`config.mk`:
```
export PLATFORM = sky130hd
export DESIGN_NAME = tick_timer
export DESIGN_NICKNAME = d
export VERILOG_FILES = /design/src/rtl/tick_pkg.sv /design/src/rtl/tick_cfg_regs.sv /design/src/rtl/tick_count_fsm.sv /design/src/rtl/tick_read_port.sv /design/src/rtl/tick_timer.sv
export SDC_FILE = /design/constraint.sdc
export NUM_CORES = 1
export LEC_CHECK = 0
export BUFFER_PORTS_ARGS = -buffer_cell sky130_fd_sc_hd__buf_2
export CAP_MARGIN = 20
export CORE_UTILIZATION = 25
export DETAILED_ROUTE_END_ITERATION = 16
export GPL_ROUTABILITY_DRIVEN = 0
export RECOVER_POWER = 25
export SLEW_MARGIN = 20
export SYNTH_ARGS = -nofsm -noshare
export SYNTH_HDL_FRONTEND = slang
export SYNTH_HIERARCHICAL = 1
export SYNTH_SLANG_ARGS = --single-unit
export TNS_END_PERCENT = 5
```
`constraint.sdc`:
```
create_clock -name clk -period 8.68 [get_ports clk]
set_input_delay 1.302 -clock clk [delete_from_list [all_inputs] [get_ports clk]]
set_output_delay 1.302 -clock clk [all_outputs]
set_load 0.01 [all_outputs]
```
`src/rtl/tick_pkg.sv`:
```
package tick_pkg;

    typedef enum logic [1:0] {
        ST_IDLE = 2'd0,
        ST_RUN  = 2'd1,
        ST_HOLD = 2'd2
    } tick_state_e;

    // Control register bit positions
    localparam int CB_EN   = 0;
    localparam int CB_IRQ  = 1;
    localparam int CB_SRC  = 2;
    localparam int CB_FLAG = 16;

    // Register byte offsets
    localparam logic [7:0] OFS_CTRL   = 8'h10;
    localparam logic [7:0] OFS_RELOAD = 8'h14;
    localparam logic [7:0] OFS_CUR    = 8'h18;
    localparam logic [7:0] OFS_CAL    = 8'h1C;

endpackage

```
`src/rtl/tick_cfg_regs.sv`:
```
module tick_cfg_regs #(
    parameter int DATA_W = 32,
    parameter int CNT_W  = 24
) (
    input  logic             clk,
    input  logic             rst_n,
    input  logic             wr_ctrl,
    input  logic             wr_reload,
    input  logic             wr_cur,
    input  logic             rd_ctrl,
    input  logic [2:0]       ctrl_bits,
    input  logic [CNT_W-1:0] reload_in,
    input  logic             expire,
    output logic             irq_en,
    output logic             src_sel,
    output logic [CNT_W-1:0] reload_q,
    output logic             flag_q,
    output logic             exc_q
);

    always_ff @(posedge clk) begin
        if (!rst_n) begin
            irq_en   <= 1'b0;
            src_sel  <= 1'b0;
            reload_q <= '0;
        end else begin
            if (wr_ctrl) begin
                irq_en  <= ctrl_bits[1];
                src_sel <= ctrl_bits[2];
            end
            if (wr_reload) begin
                reload_q <= reload_in;
            end
        end
    end

    // Sticky wrap flag: an expiry outranks the clears
    always_ff @(posedge clk) begin
        if (!rst_n) begin
            flag_q <= 1'b0;
        end else if (expire) begin
            flag_q <= 1'b1;
        end else if (rd_ctrl || wr_cur) begin
            flag_q <= 1'b0;
        end
    end

    always_ff @(posedge clk) begin
        if (!rst_n) begin
            exc_q <= 1'b0;
        end else begin
            exc_q <= expire && irq_en;
        end
    end

endmodule

```
`src/rtl/tick_count_fsm.sv`:
```
module tick_count_fsm
    import tick_pkg::*;
#(
    parameter int CNT_W = 24
) (
    input  logic             clk,
    input  logic             rst_n,
    input  logic             cmd_ctrl,
    input  logic             cmd_en,
    input  logic             cmd_src,
    input  logic             cmd_cur,
    input  logic             src_sel,
    input  logic             ref_tick,
    input  logic [CNT_W-1:0] reload,
    output logic             run_en,
    output logic [CNT_W-1:0] cur_cnt,
    output logic             expire,
    output logic             tick
);

    localparam logic [CNT_W-1:0] CNT_ONE = CNT_W'(1);

    tick_state_e      state_q, state_d;
    logic [CNT_W-1:0] cnt_q, cnt_d;

    assign tick    = src_sel || ref_tick;
    assign run_en  = (state_q == ST_RUN);
    assign cur_cnt = cnt_q;

    // State register
    always_ff @(posedge clk) begin
        if (!rst_n) begin
            state_q <= ST_IDLE;
        end else begin
            state_q <= state_d;
        end
    end

    // Count register
    always_ff @(posedge clk) begin
        if (!rst_n) begin
            cnt_q <= '0;
        end else begin
            cnt_q <= cnt_d;
        end
    end

    // Next state, next count and the expiry strobe
    always_comb begin
        state_d = state_q;
        cnt_d   = cnt_q;
        expire  = 1'b0;
        unique case (state_q)
            ST_IDLE: begin
                if (cmd_ctrl && cmd_en) begin          // START
                    state_d = ST_RUN;
                    cnt_d   = reload;
                end else if (cmd_cur) begin            // PRELOAD
                    state_d = ST_HOLD;
                    cnt_d   = reload;
                end
            end
            ST_HOLD: begin
                if (cmd_ctrl && cmd_en) begin          // RESUME
                    state_d = ST_RUN;
                end else if (cmd_cur) begin
                    cnt_d = reload;
                end
            end
            ST_RUN: begin
                if (cmd_ctrl && !cmd_en) begin         // PAUSE
                    state_d = ST_HOLD;
                end else if (cmd_cur) begin
                    cnt_d = reload;
                end else if (cmd_ctrl && (cmd_src != src_sel)) begin
                    cnt_d = reload;
                end else if (tick) begin
                    if (cnt_q == '0) begin
                        expire = 1'b1;
                        if (reload == '0) begin        // ONESHOT
                            state_d = ST_IDLE;
                        end else begin
                            cnt_d = reload;
                        end
                    end else begin
                        cnt_d = cnt_q - CNT_ONE;
                    end
                end
            end
            default: begin
                state_d = ST_IDLE;
            end
        endcase
    end

endmodule

```
`src/rtl/tick_read_port.sv`:
```
module tick_read_port
    import tick_pkg::*;
#(
    parameter int ADDR_W    = 8,
    parameter int DATA_W    = 32,
    parameter int CNT_W     = 24,
    parameter int CAL_VALUE = 10000
) (
    input  logic              clk,
    input  logic              rst_n,
    input  logic              rd_req,
    input  logic [ADDR_W-1:0] addr,
    input  logic              run_en,
    input  logic              irq_en,
    input  logic              src_sel,
    input  logic              flag,
    input  logic [CNT_W-1:0]  reload,
    input  logic [CNT_W-1:0]  cur_cnt,
    output logic              rd_valid,
    output logic [DATA_W-1:0] rd_data
);

    logic [DATA_W-1:0] rd_mux;

    always_comb begin
        rd_mux = '0;
        if (addr == ADDR_W'(OFS_CTRL)) begin
            rd_mux[CB_EN]   = run_en;
            rd_mux[CB_IRQ]  = irq_en;
            rd_mux[CB_SRC]  = src_sel;
            rd_mux[CB_FLAG] = flag;
        end else if (addr == ADDR_W'(OFS_RELOAD)) begin
            rd_mux = DATA_W'(reload);
        end else if (addr == ADDR_W'(OFS_CUR)) begin
            rd_mux = run_en ? DATA_W'(cur_cnt) : '0;
        end else if (addr == ADDR_W'(OFS_CAL)) begin
            rd_mux = DATA_W'(CAL_VALUE);
        end
    end

    always_ff @(posedge clk) begin
        if (!rst_n) begin
            rd_valid <= 1'b0;
            rd_data  <= '0;
        end else begin
            rd_valid <= rd_req;
            if (rd_req) begin
                rd_data <= rd_mux;
            end
        end
    end

endmodule

```
`src/rtl/tick_timer.sv`:
```
module tick_timer
    import tick_pkg::*;
#(
    parameter int ADDR_W    = 8,
    parameter int DATA_W    = 32,
    parameter int CNT_W     = 24,
    parameter int CAL_VALUE = 10000
) (
    input  logic              clk,
    input  logic              rst_n,
    input  logic              bus_valid,
    input  logic              bus_write,
    input  logic [ADDR_W-1:0] bus_addr,
    input  logic [DATA_W-1:0] bus_wdata,
    input  logic              ref_tick,
    output logic              rd_valid,
    output logic [DATA_W-1:0] rd_data,
    output logic              exc_req
);

    logic             sel_ctrl, sel_reload, sel_cur;
    logic             wr_ctrl, wr_reload, wr_cur, wr_any, rd_ctrl, rd_req;
    logic             irq_en, src_sel, flag, run_en, expire, tick;
    logic [CNT_W-1:0] reload, cur_cnt;
    logic             unused_wdata_hi;

    assign sel_ctrl   = (bus_addr == ADDR_W'(OFS_CTRL));
    assign sel_reload = (bus_addr == ADDR_W'(OFS_RELOAD));
    assign sel_cur    = (bus_addr == ADDR_W'(OFS_CUR));

    assign wr_any    = bus_valid && bus_write;
    assign wr_ctrl   = wr_any && sel_ctrl;
    assign wr_reload = wr_any && sel_reload;
    assign wr_cur    = wr_any && sel_cur;
    assign rd_req    = bus_valid && !bus_write;
    assign rd_ctrl   = rd_req && sel_ctrl;

    assign unused_wdata_hi = ^bus_wdata[DATA_W-1:CNT_W];

    tick_cfg_regs #(
        .DATA_W (DATA_W),
        .CNT_W  (CNT_W)
    ) u_regs (
        .clk       (clk),
        .rst_n     (rst_n),
        .wr_ctrl   (wr_ctrl),
        .wr_reload (wr_reload),
        .wr_cur    (wr_cur),
        .rd_ctrl   (rd_ctrl),
        .ctrl_bits (bus_wdata[2:0]),
        .reload_in (bus_wdata[CNT_W-1:0]),
        .expire    (expire),
        .irq_en    (irq_en),
        .src_sel   (src_sel),
        .reload_q  (reload),
        .flag_q    (flag),
        .exc_q     (exc_req)
    );

    tick_count_fsm #(
        .CNT_W (CNT_W)
    ) u_fsm (
        .clk      (clk),
        .rst_n    (rst_n),
        .cmd_ctrl (wr_ctrl),
        .cmd_en   (bus_wdata[CB_EN]),
        .cmd_src  (bus_wdata[CB_SRC]),
        .cmd_cur  (wr_cur),
        .src_sel  (src_sel),
        .ref_tick (ref_tick),
        .reload   (reload),
        .run_en   (run_en),
        .cur_cnt  (cur_cnt),
        .expire   (expire),
        .tick     (tick)
    );

    tick_read_port #(
        .ADDR_W    (ADDR_W),
        .DATA_W    (DATA_W),
        .CNT_W     (CNT_W),
        .CAL_VALUE (CAL_VALUE)
    ) u_rd (
        .clk      (clk),
        .rst_n    (rst_n),
        .rd_req   (rd_req),
        .addr     (bus_addr),
        .run_en   (run_en),
        .irq_en   (irq_en),
        .src_sel  (src_sel),
        .flag     (flag),
        .reload   (reload),
        .cur_cnt  (cur_cnt),
        .rd_valid (rd_valid),
        .rd_data  (rd_data)
    );

endmodule

```
**Word level (Yosys, flattened, before mapping)**

Index checks and enable logic that the tools add are counted.

- Add/subtract/negate cells: 1
- Multiply operators: 0
- Divide/modulo/power cells: 0
- $lt $le $gt $ge: 0
- Eq/ne operators: 18
- Shifts and indexed selects: 0
- Multiplexer cells: 36
- Bitwise gates (word level): 0
- Reductions and logical operators: 21

Operators by type and width:

| operator | count |
|---|---|
| $mux W24 | 10 |
| $pmux W24 S3 | 1 |
| $mux W32 | 2 |
| $logic_not A24 Y1 | 2 |
| $eq A8 B5 Y1 const B | 4 |
| $sub A24 B1 Y24 const B | 1 |
| $mux W2 | 9 |
| $mux W15 | 1 |
| $ne A3 B3 Y1 const B | 5 |
| $mux W14 | 1 |
| $mux W13 | 1 |
| $logic_and A1 B1 Y1 | 10 |
| $mux W1 | 9 |
| $reduce_and A7 Y1 | 1 |
| $pmux W2 S3 | 1 |
| $ne A5 B5 Y1 const B | 1 |
| $reduce_and A5 Y1 | 1 |
| $ne A2 B2 Y1 const B | 2 |
| $ne A4 B4 Y1 const B | 1 |
| $mux W3 | 1 |
| $ne A3 B2 Y1 const B | 1 |
| $reduce_bool A3 Y1 | 1 |
| $eq A2 B1 Y1 const B | 1 |
| $eq A2 B2 Y1 const B | 1 |
| other kinds (6) | 8 |

- Register bits after elaboration: 87
- Latch bits: 0
- Memory bits (writable): 0
- Memory bits (read-only): 0
- Input bits: 45
- Memories kept: 0

**Logic depth before layout (Yosys ltp)**

Gate-level depths: netlist (run 1).

- Word-level depth: 8
- Gate-level depth with buffers: 10
- Gate-level depth less buffers: 8

**Cells and area by module**

Netlist (run 1), hierarchy kept.

By module, submodules not included:

| module | instances | cells each | area an instance (um^2) |
|---|---|---|---|
| tick_count_fsm | 1 | 375 | 2,713.9 |
| tick_read_port | 1 | 131 | 1,286.2 |
| tick_cfg_regs | 1 | 88 | 1,064.8 |
| tick_timer | 1 | 9 | 78.8 |

**Least setup slack after synthesis (run 1)**

Ideal clock, no wire load.

- Kind: input-to-reg
- Start: input bus_addr[5]
- End: register u_fsm.cnt_q[1] (netlist: u_fsm/cur_cnt[1])
- Data arrival time: 3.813 ns
- Data required time: 8.555 ns
- Setup slack: 4.742 ns
- Stages on the path: 10
- Buffers on the path: 2
- Cells stage by stage: or4b_4 -> nor4_1 -> clkbuf_1 -> nand3b_1 -> and2_1 -> clkbuf_1 -> a21oi_1 -> a21bo_2 -> a32oi_1 -> o21ai_0

- Longest elaborated chain between the ends: 7

RTL lines:

| what | line | text |
|---|---|---|
| start: declaration | tick_timer.sv:13 | `input logic [ADDR_W-1:0] bus_addr,` |
| $eq A8 B5 Y1 (*) | tick_timer.sv:27 | `assign sel_ctrl = (bus_addr == ADDR_W'(OFS_CTRL));` |
| $logic_and A1 B1 Y1 (*) | tick_timer.sv:32 | `assign wr_ctrl = wr_any && sel_ctrl;` |
| named net wr_ctrl | tick_timer.sv:22 | `logic wr_ctrl, wr_reload, wr_cur, wr_any, rd_ctrl, rd_req;` |
| $logic_and A1 B1 Y1 | tick_count_fsm.sv:75 | `end else if (cmd_ctrl && (cmd_src != src_sel)) begin` |
| $mux W24 | tick_count_fsm.sv:75 |  |
| $mux W24 | tick_count_fsm.sv:73 | `end else if (cmd_cur) begin` |
| $mux W24 | tick_count_fsm.sv:71 | `if (cmd_ctrl && !cmd_en) begin` |
| $pmux W24 S3 | tick_count_fsm.sv:53 | `unique case (state_q)` |
| end signal: assignment | tick_count_fsm.sv:44 | `cnt_q <= cnt_d;` |
| end: declaration | tick_count_fsm.sv:24 | `logic [CNT_W-1:0] cnt_q, cnt_d;` |

The timed path passes the listed nets; every way through them passes the cells marked *. The select of a mux whose other input is x is not followed.
A chain may end at the register's enable or synchronous reset.

**Final worst setup path (run 1)**

- Start: input bus_addr[7]
- End: register u_fsm.cnt_q[13] (netlist: u_fsm/cur_cnt[13])

RTL lines:

| what | line | text |
|---|---|---|
| $eq A8 B5 Y1 (*) | tick_timer.sv:29 | `assign sel_cur = (bus_addr == ADDR_W'(OFS_CUR));` |
| $logic_and A1 B1 Y1 (*) | tick_timer.sv:34 | `assign wr_cur = wr_any && sel_cur;` |
| named net wr_cur | tick_timer.sv:22 |  |
| $mux W24, on equally long branches (2 in a row) | n/a |  |
| $pmux W24 S3 | tick_count_fsm.sv:53 |  |

Marked as above.

==> results.sh, run 1 <==
export IMPL_outcome="completed"
export IMPL_rsz0062_at_grt="no"
export IMPL_die_w_um=145
export IMPL_maxSlewViolCount=0
export IMPL_synth_seq_area_share=0.307
export IMPL_ctsHtreeMaxLevel=3
export IMPL_r2r_end="u_fsm/cur_cnt[13]"
export IMPL_cp_end_kind="flip-flop"
export IMPL_hp_class="flip-flop to flip-flop"
export IMPL_io_buffers=62
export IMPL_grt_usage=0.156
export IMPL_first_pass_iters=5
export IMPL_synth_top_area_share=0.307
export IMPL_syn_instance_count=603
export IMPL_synthToLayoutAreaGrowth_pct=13.9
export IMPL_setup_slack_ns=4.78
export IMPL_fillers=2177
export IMPL_synth_edf_count=0
export IMPL_overflow=0
export IMPL_powerDensity_mw_per_mm2=276
export IMPL_ir_worst_vdd_mv=0.155
export IMPL_period_share=0.449
export IMPL_worstSetupStartpointType="input pin"
export IMPL_synth_distinct_cells=72
export IMPL_syn_area_mm2=0.00514
export IMPL_cts_tree="built"
export IMPL_cts_setup_buffers=0
export IMPL_die_y_um=145
export IMPL_required_ns=8.90
export IMPL_wl_per_cell_um=18.2
export IMPL_setup_violations=0
export IMPL_clock_tree_root_cell="clkbuf_16"
export IMPL_num_rows=52
export IMPL_finalClockSkew_ns=0.00828
export IMPL_finalHoldViolCount=0
export IMPL_io_pins=79
export IMPL_initial_utilization=0.254
export IMPL_antenna_found_initial=0
export IMPL_arrival_ns=4.11
export IMPL_drc=0
export IMPL_cts_resized=0
export IMPL_leakagePower_nw=2.11
export IMPL_yosysTopAreaCell="dfxtp_1"
export IMPL_hold_buffers=0
export IMPL_coreArea_mm2=0.0202
export IMPL_setup_worst_path_start="bus_addr[7]"
export IMPL_netlist_top_cells_count="79 x dfxtp_1, 49 x mux2i_1, 43 x nand2_1"
export IMPL_clkLatencyLatePin_ns=0.35
export IMPL_finalNetCount=690
export IMPL_synth_ff_type="dfxtp_1"
export IMPL_async_flop_share=0
export IMPL_fin_crit_ns=3.90
export IMPL_criticalPathCategory="input pin to flip-flop"
export IMPL_grt_pass1_vias=4542
export IMPL_tightest_slew_ns=1.14
export IMPL_hold_start="u_rd/rd_data[21]"
export IMPL_ys_top_cells_by_area="dfxtp_1 31%, mux2i_1 9.5%, a22o_1 5.1%"
export IMPL_r2r_start="u_fsm/cur_cnt[14]"
export IMPL_path_clk_slew_ns=0.06
export IMPL_hpwl_mm=11.5
export IMPL_fmax_ghz=0.257
export IMPL_hold_path_endpoint="u_rd/rd_data[21]"
export IMPL_maxSlewHeadroom=0.237
export IMPL_reg2reg_slack_ns=5.41
export IMPL_cts_path_max_buffers=2
export IMPL_ys_warnings_count=6
export IMPL_viasPerCell=5.37
export IMPL_first_iter_violations=560
export IMPL_diodes=0
export IMPL_pre_cts_ws_ns=4.53
export IMPL_tns_ns=0
export IMPL_grt_pass1_wl_mm=25.9
export IMPL_cts_buffers=9
export IMPL_grt_max_degree=64
export IMPL_final_layout_size_suffix_gt1_frac=0.140
export IMPL_reg2reg_depth=6
export IMPL_cap_violations=0
export IMPL_ys_seq_elements=79
export IMPL_die_area_mm2=0.0212
export IMPL_postRouteAntennaNets=0
export IMPL_wirelength_mm=16.7
export IMPL_cp_max_fo=20
export IMPL_hold_depth=1
export IMPL_clock_sinks=79
export IMPL_syn_area_per_cell_um2=8.53
export IMPL_routed_via_count=4908
export IMPL_synth_most_common_cell="dfxtp_1"
-- cell type report --
cell class,count,area [µm²],share of cell area
Multi-Input combinational cell,465,3260,0.556
Sequential cell,79,1580,0.270
Tap cell,270,338,0.0577
Timing Repair Buffer,69,332,0.0566
Clock buffer,11,233,0.0397
Clock inverter,5,58.8,0.0100
Inverter,15,56.3,0.00961
-- state kept, by name (all words and copies together) (netlist names) --
name,cells
u_fsm/cur_cnt,24
u_rd/rd_data,24
u_regs/reload_q,24
u_fsm/state_q,2
u_rd/rd_valid,1
u_regs/exc_q,1
u_regs/flag_q,1
u_regs/irq_en,1
u_regs/src_sel,1
-- power by group --
group	total [W]	internal [W]	leakage [nW]	switching [W]
Sequential	0.000449	0.000390	0.638	0.0000596
Combinational	0.000794	0.000272	1.33	0.000522
Clock	0.000374	0.000223	0.136	0.000152
-- layout by cell type (no fill, tap or decap), types with 27 or more instances in the layout --
master	n
mux2i_1	49
nor2b_1	32
nor2_1	28
o21ai_0	31
clkbuf_1	27
buf_2	37
dfxtp_1	79
a21oi_1	35
nand2_1	43
a22o_1	30
-- worst max-delay path by stage --
stage                   endpoint  slack (ns)  cells after the start
2_1_floorplan   u_fsm/cur_cnt[1]        4.74                     10
3_3_place_gp   u_fsm/cur_cnt[13]        4.52                      9
3_5_place_dp   u_fsm/cur_cnt[13]        4.53                      9
4_1_cts        u_fsm/cur_cnt[13]        4.89                      9
5_1_grt        u_fsm/cur_cnt[13]        4.66                      9
6_report       u_fsm/cur_cnt[13]        4.78                      9
-- critical path: stages --
cell and delay (ns):
buf_2 0.16, or4b_4 0.57, nor4_2 0.24, buf_4 0.36, a21oi_1 0.19, o211ai_1 0.58
nor2_1 0.20, o311ai_0 0.35, o21ai_0 0.13
-- logic make-up after synthesis --
| family | Yosys count | synth area share |
|---|---|---|
| other | 1 | 0.000729 |
| XOR/XNOR | 12 | 0.0204 |
| adder cells (fa/ha/maj) | 6 | 0.0146 |
| buffers and inverters | 66 | 0.0698 |
| AO/OA/AOI/OAI | 191 | 0.260 |
| flip-flops | 79 | 0.307 |
| multiplexers | 52 | 0.102 |
| AND/OR/NAND/NOR | 196 | 0.225 |
-- through the flow --
stage / cells / util / instance area [µm²] / hold WS, ns / power [W]
6_report: 914 / 0.289 / 5860 / 0.478 / 0.00162
5_1_grt: 914 / 0.289 / 5860 / 0.498 / 0.00170
4_1_cts: 914 / 0.291 / 5890 / 0.475 / 0.00160
3_5_place_dp: 898 / 0.277 / 5600 / 0.461 / 0.00122
3_3_place_gp: 898 / 0.277 / 5600 / 0.464 / 0.00121
2_1_floorplan: 610 / - / 5170 / 0.480 / 0.00104
-- routing by layer --
metal  GRT usage  wire, µm
met1       0.207      7460
met2       0.237      7330
met3      0.0367      1300
met4      0.0779       593
met5           0         0
Note: power is estimated with default switching activity, not from simulation.
==> inputs of run 2 (changes only) <==
clock period = 3.5 ns   (was 8.68 ns; I/O delays follow)
==> run 2 against run 1 <==
Net effect:
- first-iteration DRC count is 22% lower
- final area is 2.6% higher
- setup slack worse by 4.2 ns
- clock skew is 0.00098 ns higher
- via count is 1.3% higher
- utilization is 0.74 points higher
- global-route usage is 0.14 points lower
- largest power group unchanged
- highest routed layer unchanged
==> results.sh, run 2 (synthesis results as in run 1) <==
export IMPL_coreArea_mm2=0.0202
export IMPL_diodes=0
export IMPL_cts_tree="built"
export IMPL_die_w_um=145
export IMPL_critical_path_cell_count=10
export IMPL_powerDensity_mw_per_mm2=692
export IMPL_routed_via_count=4974
export IMPL_clock_tree_root_cell="clkbuf_16"
export IMPL_cts_buffers=9
export IMPL_antenna_found_initial=0
export IMPL_first_pass_iters=5
export IMPL_fin_crit_ns=2.87
export IMPL_hold_buffers=0
export IMPL_tns_ns=0
export IMPL_final_cell_mix="79 x dfxtp_1, 49 x mux2i_1, 43 x nand2_1, 37 x buf_2, 35 x a21oi_1"
export IMPL_period_share=0.821
export IMPL_worstSetupStartpointType="input pin"
export IMPL_finalNetCount=710
export IMPL_multi_input_area_mm2=0.00325
export IMPL_arrival_ns=3.10
export IMPL_critical_path_endpoint="u_fsm/cur_cnt[1]"
export IMPL_first_iter_violations=435
export IMPL_regArea_mm2=0.00158
export IMPL_ir_worst_vdd_mv=0.416
export IMPL_die_area_mm2=0.0212
export IMPL_setup_worst_path_start="bus_addr[7]"
export IMPL_r2r_start="u_fsm/cur_cnt[0]"
export IMPL_final_layout_size_suffix_gt1_frac=0.164
export IMPL_p_total_w=0.00416
export IMPL_clkLatencyLatePin_ns=0.35
export IMPL_fmax_ghz=0.348
export IMPL_grtUsageMet2=0.235
export IMPL_leakagePower_nw=2.21
export IMPL_cp_end_kind="flip-flop"
export IMPL_crit_family="simple AND/OR/NAND/NOR gates"
export IMPL_r2r_end="u_fsm/cur_cnt[23]"
export IMPL_cp_max_fo=12
export IMPL_setup_violations=0
export IMPL_finalHoldViolCount=0
export IMPL_hpwl_mm=12.1
export IMPL_criticalPathCategory="input pin to flip-flop"
export IMPL_tightest_slew_ns=1.48
export IMPL_overflow=0
export IMPL_grt_pass1_wl_mm=25.7
export IMPL_slowest_delay_ns=0.58
export IMPL_final_common_cell="dfxtp_1"
export IMPL_grt_max_degree=38
export IMPL_postRouteAntennaNets=0
export IMPL_reg2reg_slack_ns=0.68
export IMPL_viasPerCell=5.33
export IMPL_grt_pass1_vias=4519
export IMPL_worst_path_max_delay_cell="or4b_4"
export IMPL_grt_busiest_layer="met2"
export IMPL_io_buffers=62
export IMPL_cap_violations=0
export IMPL_io_pins=79
export IMPL_clock_sinks=79
export IMPL_wl_per_cell_um=18.0
export IMPL_required_ns=3.73
export IMPL_finalClockSkew_ns=0.00926
export IMPL_wirelength_mm=16.8
export IMPL_synthToLayoutAreaGrowth_pct=16.8
export IMPL_grtUsageMet3=0.0451
export IMPL_crit_chain="buf_2 -> or4b_4 -> nor4_2 -> buf_4 -> nand3b_1 -> and2_1 -> a21oi_1 -> a21bo_2 -> a32oi_1 -> o21ai_0"
export IMPL_cts_resized=0
export IMPL_path_clk_slew_ns=0.06
export IMPL_hold_depth=3
export IMPL_path_buf_inv=2
export IMPL_hp_class="input pin to flip-flop"
export IMPL_grt_use_met1=0.204
export IMPL_die_y_um=145
export IMPL_fillers=2168
export IMPL_initial_utilization=0.254
export IMPL_ctsHtreeMaxLevel=3
export IMPL_grt_usage=0.155
export IMPL_num_rows=52
export IMPL_drc=0
export IMPL_cts_path_max_buffers=2
export IMPL_maxSlewViolCount=0
export IMPL_rsz0062_at_grt="no"
export IMPL_maxSlewHeadroom=0.0101
export IMPL_reg2reg_depth=9
export IMPL_outcome="completed"
export IMPL_cts_setup_buffers=0
==> run 2: cell types whose count changed in the layout (fill, tap and decap cells not counted) <==
| cell | change |
|---|---|
| buf_4 | +19 |
| o21ai_1 | +1 |
| o21ai_2 | -1 |
| inv_6 | +1 |
| clkinvlp_4 | -2 |
| clkinv_4 | +2 |
==> run 2: final cells by class <==
class | instances | area share
Multi-Input combinational cell | 465 | 0.542
Timing Repair Buffer | 89 | 0.0796
Clock buffer | 10 | 0.0381
Tap cell | 270 | 0.0562
Clock inverter | 6 | 0.0117
Inverter | 15 | 0.00937
Sequential cell | 79 | 0.263
==> run 2: worst min path at each step <==
stage	start	to	slack, ns
2_1_floorplan	u_regs/irq_en	u_regs/exc_q	0.48
3_3_place_gp	u_rd/rd_data[18]	u_rd/rd_data[18]	0.46
3_5_place_dp	u_rd/rd_data[15]	u_rd/rd_data[15]	0.46
4_1_cts	bus_wdata[8]	u_regs/reload_q[8]	0.43
5_1_grt	bus_wdata[15]	u_regs/reload_q[15]	0.44
6_report	bus_wdata[8]	u_regs/reload_q[8]	0.43
==> run 2: metrics by stage <==
stage                     cells  instance area (µm²)  worst slack (ns)  utilization  hold slack [ns]
after floorplan             610                 5170             0.339            -            0.480
after global placement      918                 5740             0.399        0.284            0.462
after detailed placement    918                 5740             0.368        0.284            0.462
after CTS                   934                 6040             0.721        0.299            0.428
after global routing        934                 6010             0.440        0.297            0.436
final                       934                 6010             0.628        0.297            0.434
==> run 2: where the power goes <==
| group | internal [W] | leakage [nW] | switching, W | total [W] |
|---|---|---|---|---|
| clock network | 0.000558 | 0.147 | 0.000400 | 0.000958 |
| registers | 0.000966 | 0.638 | 0.000145 | 0.00111 |
| logic | 0.000775 | 1.43 | 0.00131 | 0.00209 |
==> run 2: metal layers <==
layer  vias to the layer above  share of wire
met2                       267           0.43
met5                         -              0
met1                      2301           0.45
met3                        38          0.090
met4                         0          0.030
li1                       2368              -
==> run 2: worst min-delay path, delay by kind of cell <==
| kind | cells | cell delay (ns) |
|---|---|---|
| buffers and inverters | 1 | 0.07 |
| muxes | 1 | 0.05 |
| and+or+nand+nor | 1 | 0.09 |
==> inputs of run 3 (changes only) <==
clock period = 2.9 ns   (was 3.5 ns; I/O delays follow)
==> run 3 against run 2 <==
Net effect:
- critical path depth is 3 lower
- routed wire length rose by 3.2%
- count of clock-buffer cells in the layout unchanged
- final area increased by 4.9%
- largest cell class unchanged
- first-iteration DRC count increased by 20%
- worst hold slack got worse by 0.090 ns
- sequential power grew 17%
==> results.sh, run 3 (synthesis results as in run 1) <==
export IMPL_maxSlewViolCount=0
export IMPL_cp_end_kind="flip-flop"
export IMPL_fmax_ghz=0.374
export IMPL_postRouteAntennaNets=0
export IMPL_drc=0
export IMPL_tns_ns=0
export IMPL_die_area_mm2=0.0212
export IMPL_outcome="completed"
export IMPL_cp_max_fo=20
export IMPL_initial_utilization=0.254
export IMPL_diodes=0
export IMPL_period_share=0.921
export IMPL_cts_tree="built"
export IMPL_first_pass_iters=9
export IMPL_wl_per_cell_um=17.9
export IMPL_final_common_cell="dfxtp_1"
export IMPL_hp_class="input pin to flip-flop"
export IMPL_powerDensity_mw_per_mm2=840
export IMPL_overflow=0
export IMPL_grt_pass1_vias=4708
export IMPL_maxSlewHeadroom=0.240
export IMPL_fin_util=0.311
export IMPL_tightest_slew_ns=1.14
export IMPL_required_ns=3.14
export IMPL_cts_path_max_buffers=2
export IMPL_final_area_mm2=0.00630
export IMPL_p_comb_frac=0.537
export IMPL_setup_violations=0
export IMPL_clock_sinks=79
export IMPL_fin_crit_ns=2.67
export IMPL_path_clk_slew_ns=0.06
export IMPL_p_int_w=0.00300
export IMPL_grt_max_degree=38
export IMPL_power_frac_clock=0.218
export IMPL_criticalPathCategory="flip-flop to flip-flop"
export IMPL_seq_power_share=0.245
export IMPL_rsz0062_at_grt="no"
export IMPL_p_sw_frac=0.432
export IMPL_viasPerCell=5.35
export IMPL_finalHoldViolCount=0
export IMPL_final_cell_mix="79 x dfxtp_1, 60 x buf_4, 49 x mux2i_1, 43 x nand2_1, 37 x buf_2"
export IMPL_die_w_um=145
export IMPL_ir_worst_vdd_mv=0.404
export IMPL_reg2reg_depth=7
export IMPL_arrival_ns=2.91
export IMPL_wirelength_mm=17.3
export IMPL_antenna_found_initial=0
export IMPL_hold_buffers=0
export IMPL_routed_via_count=5182
export IMPL_leakagePower_nw=2.39
export IMPL_grt_pass1_wl_mm=27.2
export IMPL_cts_resized=0
export IMPL_grt_usage=0.164
export IMPL_setup_slack_ns=0.229
export IMPL_coreArea_mm2=0.0202
export IMPL_io_buffers=62
export IMPL_worstSetupStartpointType="flip-flop"
export IMPL_io_pins=79
export IMPL_finalClockSkew_ns=0.0102
export IMPL_final_layout_size_suffix_gt1_frac=0.207
export IMPL_clock_tree_root_cell="clkbuf_16"
export IMPL_first_iter_violations=520
export IMPL_synthToLayoutAreaGrowth_pct=22.5
export IMPL_switchingPower_w=0.00229
export IMPL_dpl_cell_area_mm2=0.00604
export IMPL_clkLatencyLatePin_ns=0.35
export IMPL_cap_violations=0
export IMPL_pre_cts_ws_ns=0.0614
export IMPL_holdWs_ns=0.344
export IMPL_num_rows=52
export IMPL_cts_setup_buffers=0
export IMPL_finalNetCount=746
export IMPL_ctsHtreeMaxLevel=3
export IMPL_cts_buffers=9
export IMPL_hold_depth=3
export IMPL_die_y_um=145
export IMPL_hpwl_mm=12.8
-- run 3: cell count changes in the layout (fill, tap and decap cells not counted) --
cell,delta
inv_6,-1
clkbuf_1,-1
clkbuf_8,+1
buf_12,+2
buf_4,+34
clkinvlp_4,+2
clkinv_4,-2
-- run 3: per-layer routing --
layer | track usage | vias up | wire length [µm]
met3 | 0.0382 | 35 | 1550
met5 | 0 | - | 0
met4 | 0.0805 | 0 | 535
met1 | 0.222 | 2417 | 7710
li1 | - | 2441 | -
met2 | 0.244 | 289 | 7520
-- run 3: final timing paths --
path	from	endpoint	slack, ns
worst min register to register	u_rd/rd_data[16]	u_rd/rd_data[16]	0.48
worst min-delay path	bus_wdata[10]	u_regs/reload_q[10]	0.34
worst max register to register	u_fsm/cur_cnt[9]	u_fsm/cur_cnt[4]	0.23
worst max-delay path	u_fsm/cur_cnt[9]	u_fsm/cur_cnt[4]	0.23
-- run 3: critical path, stage by stage, from the launching register on --
cell      delay, ns
dfxtp_1        0.37
nor4_1         0.54
nand4b_1       0.35
o41ai_2        0.51
a21oi_2        0.13
buf_12         0.19
and2_1         0.22
o211a_1        0.24
-- run 3: power groups by stage --
stage / sequential, W / combinational [W] / clock [W]
after floorplan: 0.00127 / 0.00185 / 0
after global placement: 0.00131 / 0.00274 / 0
after detailed placement: 0.00131 / 0.00273 / 0
after CTS: 0.00129 / 0.00274 / 0.00118
after global routing: 0.00131 / 0.00302 / 0.00123
final: 0.00130 / 0.00284 / 0.00116
-- run 3: area by class of cell --
class | instances | area, µm²
clock buffer | 10 | 239
inverter | 15 | 56.3
timing repair buffer | 125 | 773
sequential | 79 | 1580
fill | 2138 | 13900
multi-input combinational | 465 | 3250
clock inverter | 5 | 58.8
tap | 270 | 338
-- run 3: per-stage QoR --
step	std cells	total power [W]
final	969	0.00529
after global routing	969	0.00555
after CTS	969	0.00521
after detailed placement	954	0.00404
after global placement	954	0.00405
after floorplan	610	0.00312
